===== src/rtl/adc_emu_pkg.sv =====
package adc_emu_pkg;
  localparam int CMD_BITS = 8;

  typedef enum logic [1:0] {
    CMD_NONE,
    CMD_STREAM_ON,
    CMD_FETCH
  } cmd_e;

  function automatic cmd_e decode_cmd(input logic [CMD_BITS-1:0] b);
    if (b[7:2] == 6'b001111) return CMD_STREAM_ON;
    if (b[7:2] == 6'b001110) return CMD_FETCH;
    return CMD_NONE;
  endfunction
endpackage


===== src/rtl/adc_pin_sync.sv =====
module adc_pin_sync #(
  parameter int   STAGES  = 2,
  parameter logic RST_VAL = 1'b0
) (
  input  logic clk,
  input  logic rst,
  input  logic d,
  output logic q
);
  logic [STAGES-1:0] sr;

  always_ff @(posedge clk) begin
    if (rst) sr <= {STAGES{RST_VAL}};
    else     sr <= {sr[STAGES-2:0], d};
  end

  assign q = sr[STAGES-1];
endmodule


===== src/rtl/adc_conv_timer.sv =====
module adc_conv_timer #(
  parameter int PER_W = 16
) (
  input  logic             clk,
  input  logic             rst,
  input  logic [PER_W-1:0] period,
  output logic             tick
);
  logic [PER_W-1:0] cnt;

  always_ff @(posedge clk) begin
    if (rst) begin
      cnt  <= '0;
      tick <= 1'b0;
    end else begin
      tick <= 1'b0;
      if (period == '0) begin
        cnt <= '0;
      end else if (cnt >= period - PER_W'(1)) begin
        cnt  <= '0;
        tick <= 1'b1;
      end else begin
        cnt <= cnt + PER_W'(1);
      end
    end
  end

  assert_tick_needs_rate_R1: assert property (@(posedge clk) disable iff (rst)
    tick |-> $past(period) != '0);
endmodule


===== src/rtl/adc_cmd_rx.sv =====
module adc_cmd_rx
  import adc_emu_pkg::*;
#(
  parameter int ONES_LEN = 32
) (
  input  logic clk,
  input  logic rst,
  input  logic cs_low,
  input  logic sclk_rise,
  input  logic din_s,
  output logic cmd_valid,
  output cmd_e cmd_code,
  output logic long_ones
);
  localparam int BIT_W  = $clog2(CMD_BITS);
  localparam int ONES_W = $clog2(ONES_LEN);

  logic [CMD_BITS-1:0] sh;
  logic [CMD_BITS-1:0] sh_next;
  logic [BIT_W-1:0]    bit_cnt;
  logic [ONES_W-1:0]   ones_cnt;
  logic                ones_hit;

  assign sh_next  = {sh[CMD_BITS-2:0], din_s};
  assign ones_hit = din_s && (ones_cnt == ONES_W'(ONES_LEN - 1));

  always_ff @(posedge clk) begin
    if (rst) begin
      sh        <= '0;
      bit_cnt   <= '0;
      ones_cnt  <= '0;
      cmd_valid <= 1'b0;
      cmd_code  <= CMD_NONE;
      long_ones <= 1'b0;
    end else begin
      cmd_valid <= 1'b0;
      long_ones <= 1'b0;
      if (!cs_low) begin
        bit_cnt <= '0;
      end else if (sclk_rise) begin
        sh <= sh_next;
        if (ones_hit) begin
          long_ones <= 1'b1;
          ones_cnt  <= '0;
          bit_cnt   <= '0;
        end else begin
          ones_cnt <= din_s ? ones_cnt + ONES_W'(1) : '0;
          if (bit_cnt == BIT_W'(CMD_BITS - 1)) begin
            bit_cnt   <= '0;
            cmd_valid <= 1'b1;
            cmd_code  <= decode_cmd(sh_next);
          end else begin
            bit_cnt <= bit_cnt + BIT_W'(1);
          end
        end
      end
    end
  end

  assert_cmd_not_with_reset_R7: assert property (@(posedge clk) disable iff (rst)
    !(cmd_valid && long_ones));
  assert_ones_after_one_R7: assert property (@(posedge clk) disable iff (rst)
    long_ones |-> $past(din_s) && $past(sclk_rise));
endmodule


===== src/rtl/adc_serial_emu.sv =====
module adc_serial_emu
  import adc_emu_pkg::*;
#(
  parameter int WORD_W      = 24,
  parameter int PER_W       = 16,
  parameter int ONES_LEN    = 32,
  parameter int SYNC_STAGES = 2
) (
  input  logic              clk,
  input  logic              rst,
  input  logic              cs_n,
  input  logic              sclk,
  input  logic              din,
  input  logic [WORD_W-1:0] word_in,
  input  logic              word_valid,
  input  logic [PER_W-1:0]  conv_period,
  output logic              dout_rdy,
  output logic              conv_tick,
  output logic              stream_mode,
  output logic              overrun
);
  localparam int CNT_W = $clog2(WORD_W + 1);
  localparam logic [CNT_W-1:0] CNT_FULL = CNT_W'(WORD_W);

  logic cs_s, sclk_s, din_s, sclk_d;
  logic sclk_rise, sclk_fall, cs_low;
  logic cmd_valid, long_ones;
  cmd_e cmd_code;

  logic [WORD_W-1:0] staged, out_sr;
  logic [CNT_W-1:0]  out_cnt;
  logic              pending, armed, dout_q, reading;

  adc_pin_sync #(.STAGES(SYNC_STAGES), .RST_VAL(1'b1)) u_cs_sync (
    .clk(clk), .rst(rst), .d(cs_n), .q(cs_s));
  adc_pin_sync #(.STAGES(SYNC_STAGES), .RST_VAL(1'b1)) u_sclk_sync (
    .clk(clk), .rst(rst), .d(sclk), .q(sclk_s));
  adc_pin_sync #(.STAGES(SYNC_STAGES), .RST_VAL(1'b0)) u_din_sync (
    .clk(clk), .rst(rst), .d(din), .q(din_s));

  assign sclk_rise = sclk_s & ~sclk_d;
  assign sclk_fall = ~sclk_s & sclk_d;
  assign cs_low    = ~cs_s;
  assign reading   = pending & (stream_mode | armed);

  adc_conv_timer #(.PER_W(PER_W)) u_timer (
    .clk(clk), .rst(rst), .period(conv_period), .tick(conv_tick));

  adc_cmd_rx #(.ONES_LEN(ONES_LEN)) u_cmd (
    .clk(clk), .rst(rst), .cs_low(cs_low), .sclk_rise(sclk_rise), .din_s(din_s),
    .cmd_valid(cmd_valid), .cmd_code(cmd_code), .long_ones(long_ones));

  always_ff @(posedge clk) begin
    if (rst) begin
      sclk_d      <= 1'b1;
      staged      <= '0;
      out_sr      <= '0;
      out_cnt     <= '0;
      pending     <= 1'b0;
      armed       <= 1'b0;
      stream_mode <= 1'b0;
      overrun     <= 1'b0;
      dout_q      <= 1'b1;
      dout_rdy    <= 1'b1;
    end else begin
      sclk_d   <= sclk_s;
      dout_rdy <= cs_s ? 1'b1 : dout_q;
      if (word_valid) staged <= word_in;

      if (long_ones) begin
        stream_mode <= 1'b0;
        pending     <= 1'b0;
        armed       <= 1'b0;
        out_cnt     <= '0;
        overrun     <= 1'b0;
        dout_q      <= 1'b1;
      end else if (conv_tick) begin
        out_sr  <= staged;
        overrun <= overrun | pending;
        pending <= 1'b1;
        armed   <= 1'b0;
        out_cnt <= '0;
        dout_q  <= 1'b0;
      end else begin
        if (cmd_valid) begin
          case (cmd_code)
            CMD_STREAM_ON: stream_mode <= 1'b1;
            CMD_FETCH: begin
              if (pending) begin
                if (stream_mode) stream_mode <= 1'b0;
                else             armed       <= 1'b1;
              end
            end
            default: ;
          endcase
        end
        if (cs_low && sclk_fall) begin
          if (reading && out_cnt < CNT_FULL) begin
            dout_q  <= out_sr[WORD_W-1];
            out_sr  <= {out_sr[WORD_W-2:0], 1'b0};
            out_cnt <= out_cnt + CNT_W'(1);
          end else begin
            dout_q <= ~pending;
          end
        end
        if (cs_low && sclk_rise && reading && out_cnt == CNT_FULL) begin
          pending <= 1'b0;
          armed   <= 1'b0;
          out_cnt <= '0;
          overrun <= 1'b0;
          dout_q  <= 1'b1;
        end
      end
    end
  end

  assert_exit_needs_ready_R5: assert property (@(posedge clk) disable iff (rst)
    $fell(stream_mode) |-> $past(pending) || $past(long_ones));
  assert_overrun_on_conv_R6: assert property (@(posedge clk) disable iff (rst)
    $rose(overrun) |-> $past(conv_tick));
  assert_long_ones_clears_R7: assert property (@(posedge clk) disable iff (rst)
    long_ones |=> !stream_mode && !pending && !overrun);
  assert_conv_keeps_mode_R4: assert property (@(posedge clk) disable iff (rst)
    (conv_tick && !long_ones) |=> stream_mode == $past(stream_mode));
  assert_cnt_bound_R3: assert property (@(posedge clk) disable iff (rst)
    out_cnt <= CNT_FULL);
  assert_cs_high_idle_R9: assert property (@(posedge clk) disable iff (rst)
    ($past(cs_s) && cs_s) |-> dout_rdy);
endmodule


===== config.mk =====
export PLATFORM = sky130hd
export DESIGN_NAME = adc_serial_emu
export DESIGN_NICKNAME = d
export VERILOG_FILES = /design/src/rtl/adc_emu_pkg.sv /design/src/rtl/adc_pin_sync.sv /design/src/rtl/adc_conv_timer.sv /design/src/rtl/adc_cmd_rx.sv /design/src/rtl/adc_serial_emu.sv
export SDC_FILE = /design/constraint.sdc
export NUM_CORES = 1
export LEC_CHECK = 0
export BUFFER_PORTS_ARGS = -buffer_cell sky130_fd_sc_hd__buf_4
export CORE_MARGIN = 5
export CORE_UTILIZATION = 50
export DETAILED_ROUTE_END_ITERATION = 10
export HOLD_SLACK_MARGIN = 0.03
export PLACE_DENSITY = 0.69
export SYNTH_ARGS = -nofsm -noshare
export SYNTH_HDL_FRONTEND = slang
export SYNTH_SLANG_ARGS = --single-unit

===== constraint.sdc =====
create_clock -name clk -period 4.95 [get_ports clk]
set_clock_uncertainty 0.05 [all_clocks]
set_input_delay 0.495 -clock clk [delete_from_list [all_inputs] [get_ports clk]]
set_output_delay 0.495 -clock clk [all_outputs]
set_load 0.01 [all_outputs]

# --- Word-level counts from Yosys, hierarchy flattened ---
# Cells that the tools add are included.
totals:
  register_bits: 102
  output_inout_bits: 4
  word_cells: 111
classes:
  addsub: 5
  magnitude_cmp: 2
  eq_ne: 8
  n_mux: 36
  bitwise_logic: 14
  reduce_logical: 25
op_table:
  columns: ["op", "count"]
  rows:
  - ["$mux 24", 3]
  - ["$mux 1", 24]
  - ["$add 16x1->16 const B", 1]
  - ["$ge 16x16->1", 1]
  - ["$logic_not 16->1", 1]
  - ["$sub 16x1->16 const B", 1]
  - ["$eq 6x4->1 const B", 2]
  - ["$reduce_and 4->1", 3]
  - ["$add 5x1->5 const B", 2]
  - ["$eq 5x5->1 const B", 2]
  - ["$mux 5", 2]
  - ["$not 1->1", 9]
  - ["$mux 2", 4]
  - ["$reduce_bool 2->1", 4]
  - ["$reduce_or 4->1", 2]
  - ["$logic_and 1x1->1", 6]
  - ["$mux 3", 2]
  - ["$reduce_or 2->1", 3]
  - ["$reduce_or 3->1", 2]
  - ["$lt 5x5->1 const B", 1]
  - ["$reduce_and 2->1", 2]
  - ["$add 3x1->3 const B", 1]
  - ["$and 1x1->1", 3]
  - ["$eq 3x3->1 const B", 1]
  - ["other kinds (7)", 8]

# --- Longest topological paths before layout ---
logic_depth:
  ltp_word: 15
  ltp_mapped: 13
  ltp_nobuf: 12

# --- Cells and area by module ---
# Synthesis repeated with hierarchy kept, for this count alone.
unflattened:
  cells_unflattened: 496
  hier_area_um2: 4725.8
modules_own_cells:
  columns: ["module", "n_inst", "cells_per_inst", "area_per_inst_um2", "seq_area_each_um2"]
  rows:
  - ["adc_serial_emu", 1, 230, 2417.3, 1201.2]
  - ["adc_conv_timer", 1, 161, 1337.5, 340.3]
  - ["adc_cmd_rx", 1, 93, 813.3, 380.4]
  - ["adc_pin_sync", 3, 4, 52.6, 40.0]

# --- Worst setup path after synthesis ---
# No wires, ideal clock.
synth_path:
  kind: "input -> register"
  start: "input conv_period[5]"
  end: "register u_timer.cnt[14]"
  arrival_ns: 3.018
  t_required_ns: 4.822
  setup_slack_ns: 1.804
  stages: 12
  path_buffers: 1
  path_cell_list: "or4_4 -> nor4_4 -> nand3_2 -> nor4_2 -> xnor2_1 -> ha_1 -> nand4_1 -> nor2_1 -> a311oi_1 -> nand2_1 -> clkbuf_1 -> nor3_1"
synth_between:
  elab_chain_cells: 3
  word_cells_on_any_way: 4
  classes_between: "add/sub: 1; order compare: 1; reduce/logical: 2"
synth_rtl:
  columns: ["element", "line", "text"]
  rows:
  - ["from (decl)", "adc_serial_emu.sv:16", "input logic [PER_W-1:0] conv_period,"]
  - ["$sub 16x1->16", "adc_conv_timer.sv:19", "end else if (cnt >= period - PER_W'(1)) begin"]
  - ["$ge 16x16->1", "adc_conv_timer.sv:19", null]
  - ["$reduce_or 3->1 (no source line) *", null, null]
  - ["to (signal assigned)", "adc_conv_timer.sv:23", "cnt <= cnt + PER_W'(1);"]
  - ["to (decl)", "adc_conv_timer.sv:9", "logic [PER_W-1:0] cnt;"]
# Mark *: on every way between the ends. The rest lies on a longest branch, timed or not.
# A chain may end at the register's enable or synchronous reset.

# --- Final worst setup path ---
layout_path:
  start: "input conv_period[5]"
  end: "register u_timer.cnt[12]"
# The elaborated chain is that of the path after synthesis.

==> summary.txt <==
Status
  – Outcome: finished, final reports clean

Critical path
  – Crit Path Category: primary input to flop
  – CP Max Fanout: 15
  – Worst EP required: 5.16 ns
  – Startpoint types: primary input
  – Crit end category: flop
  – Reg2Reg Depth: 5
  – Arrival time worst endpoint: 3.50 ns

Clock network
  – Clk Latency, worst-skew pair: 0.35 ns
  – CTS max path bufs: 2
  – Post-CTS Resized: 0
  – Buffer count from post-CTS setup fixing: 0
  – CTS root buffer: clkbuf_8
  – Clock tree sinks: 102
  – CTS tree: done
  – Hold Buf Count CTS: 0
  – Reg clk slew, reported paths: 0.09 ns
  – CTS H-Tree Depth: 3
  – CTS Buf Count: 9

Placed design
  – Post-DP HPWL: 6690 um
  – Placer congestion estimate: 0.740
  – PortBufs: 49

Route
  – DR vias: 3966
  – Residual DRC: 0
  – Vias/cell: 5.60
  – DR WL/cell: 13.9 um
  – 1st-pass router iterations: 4
  – Routed Wire Length: 9810 um
  – First DRT Iteration DRCs: 171
  – ANT nets after route: 0

Synth
  – Seq/Total Area, Yosys: 0.423
  – Share of the synthesized area in the top cell type: 0.423
  – Main synth FF type: dfxtp_1
  – Synth Net Count: 617
  – FFs w/ async S/R, synth: 0
  – Synthesized area per cell: 8.84 sq um
  – Mapped Cells: 546
  – Synth Warn #: 0
  – Synthesized area: 4830 sq um
  – Synth Register Bits: 102
  – Distinct cells, synth: 45
  – Synth area leader: dfxtp_1
  – Number of synthesized flops with an enable pin: 0
  – Synth area leaders: dfxtp_1 (42%), ha_1 (6.5%), mux2i_1 (5.0%)

Floorplan
  – Initial core utilization: 0.518
  – Die Span Y: 108 um
  – Die X-Extent: 108 um
  – Die area: 11700 sq um
  – Row count: 35
  – IO Pins: 50
  – Core area: 9330 sq um

Pwr
  – VDD IR-drop max: 0.158 mV
  – PnR Total Power: 1.48 mW
  – PD cells: 271 nW/um^2
  – Leak: 1.97 nW

Timing
  – Worst rel slew slack: 0.277
  – Tmin final: 3.28 ns
  – Slew Limit Fails: 0
  – Final number of setup-violating endpoints: 0
  – Final hold vios: 0
  – RSZ-0062 raised after global routing: false
  – Period utilization: 0.663
  – Tightest Pin Transition: 1.08 ns
  – Setup TNS: 0 ns
  – Fmax: 305 MHz

Flow run
  – Max_cap viols: 0

Finish
  – Ant. Diodes: 0
  – Layout area overhead: 12.5%
  – Layout cell share with drive strength beyond 1: 0.135
  – Final nets: 647
  – # fillers: 846

Hold path
  – Worst Hold Depth: 2
  – Hold Path Class: primary input to flop

Global route
  – Tot GR Track Use: 0.177
  – Total global routing overflow: 0
  – Global-route wire length before repair: 17300 um
  – Vias in the first global route: 3926
  – Largest net degree at the start of global routing: 82
  – Initial antenna violation count: 0
## power breakdown
part	switching (mW)	internal, mW
Clock	0.267	0.257
Sequential	0.0118	0.836
Combinational	0.0507	0.0524
## area by class of cell
| cell class | count | area, sq um | share of cell area |
|---|---|---|---|
| multi-input cells | 399 | 2600 | 0.478 |
| flip-flops and latches | 102 | 2040 | 0.376 |
| repair buffers | 53 | 398 | 0.0732 |
| well taps | 129 | 161 | 0.0297 |
| clock buffers | 11 | 151 | 0.0279 |
| clock inverters | 3 | 43.8 | 0.00806 |
| inverters | 11 | 41.3 | 0.00760 |
## worst paths after layout
path	start	slack (ns)	endpoint
setup / recovery	conv_period[5]	1.67	u_timer.cnt[12]$_SDFF_PP0_
hold / removal	cs_n	0.28	u_cs_sync.sr[0]$_SDFF_PP1_
setup reg to reg	u_cs_sync.sr[1]$_SDFF_PP1_	2.53	out_cnt[3]$_SDFFE_PP0P_
hold reg to reg	u_sclk_sync.sr[0]$_SDFF_PP1_	0.37	u_sclk_sync.sr[1]$_SDFF_PP1_
## per-layer routing
| metal | share of wire | track usage | up-vias |
|---|---|---|---|
| met2 | 0.48 | 0.304 | 83 |
| met1 | 0.47 | 0.230 | 1858 |
| li1 | - | - | 2020 |
| met4 | 0.0044 | 0.0307 | 0 |
| met3 | 0.045 | 0.0388 | 5 |
| met5 | 0 | 0 | - |
## placed cells by master, fill, tap and decap left out, types with 4 or more instances in the layout
cell	count
clkbuf_8	11
nor2_1	52
a31oi_1	24
nor4_1	6
a21oi_1	27
xnor2_1	18
buf_4	53
nand3_1	38
o21ai_0	7
a22oi_1	26
nand4_1	9
nand2_1	34
dfxtp_1	102
mux2i_1	24
nand3b_1	24
nor2b_1	4
or2_2	6
ha_1	25
xor2_1	12
nor3_1	31
inv_1	11
## through the flow
| stage | instances | util | hold WS [ns] | cell area (sq um) | setup slack [ns] |
|---|---|---|---|---|---|
| 2_1_floorplan | 546 | - | 0.339 | 4830 | 1.80 |
| 3_3_place_gp | 694 | 0.562 | 0.343 | 5240 | 1.46 |
| 3_5_place_dp | 694 | 0.562 | 0.345 | 5240 | 1.30 |
| 4_1_cts | 708 | 0.583 | 0.271 | 5430 | 1.65 |
| 5_1_grt | 708 | 0.583 | 0.262 | 5430 | 1.32 |
| 6_report | 708 | 0.583 | 0.281 | 5430 | 1.67 |
## flip-flops by register name, summed over array words and instances, names as in the netlist, 2 cells and up
register,count
u_sclk_sync.sr,2
u_cmd.cmd_code,2
out_cnt,5
u_cs_sync.sr,2
u_cmd.sh,7
u_cmd.ones_cnt,5
out_sr,24
u_din_sync.sr,2
u_timer.cnt,16
staged,24
u_cmd.bit_cnt,3
## cells by family after synthesis
family                     after synthesis  synth area share
buffers and inverters                   45            0.0394
adders and majority gates               25            0.0648
and+or+nand+nor                        227             0.247
DFF                                    102             0.423
AOI/OAI and AO/OA                       93             0.122
xor gates and xnor gates                30            0.0544
muxes                                   24            0.0498
## synthesized netlist by cell type, types with 4 or more instances
cell type    n
nor4_1       6
o21ai_0      7
nand3_1     38
nand3b_1    24
dfxtp_1    102
nand4_1      9
xor2_1      12
inv_1       11
xnor2_1     18
a31oi_1     24
a21oi_1     27
mux2i_1     24
ha_1        25
clkbuf_1    28
nor3_1      31
nand2_1     34
nor2b_1      4
nor2_1      52
or2_2        6
a22oi_1     26
## critical path, cell delays in order
cell and delay [ns]:
buf_4 0.13, or4_4 0.57, nor4_4 0.21, nand3_2 0.14, nor4_2 0.20, xnor2_1 0.16
ha_1 0.26, nand4_1 0.14, nor2_1 0.06, a311oi_1 0.39, nand2_1 0.41, nor3_1 0.32
Note: power is estimated with default switching activity, not from simulation.
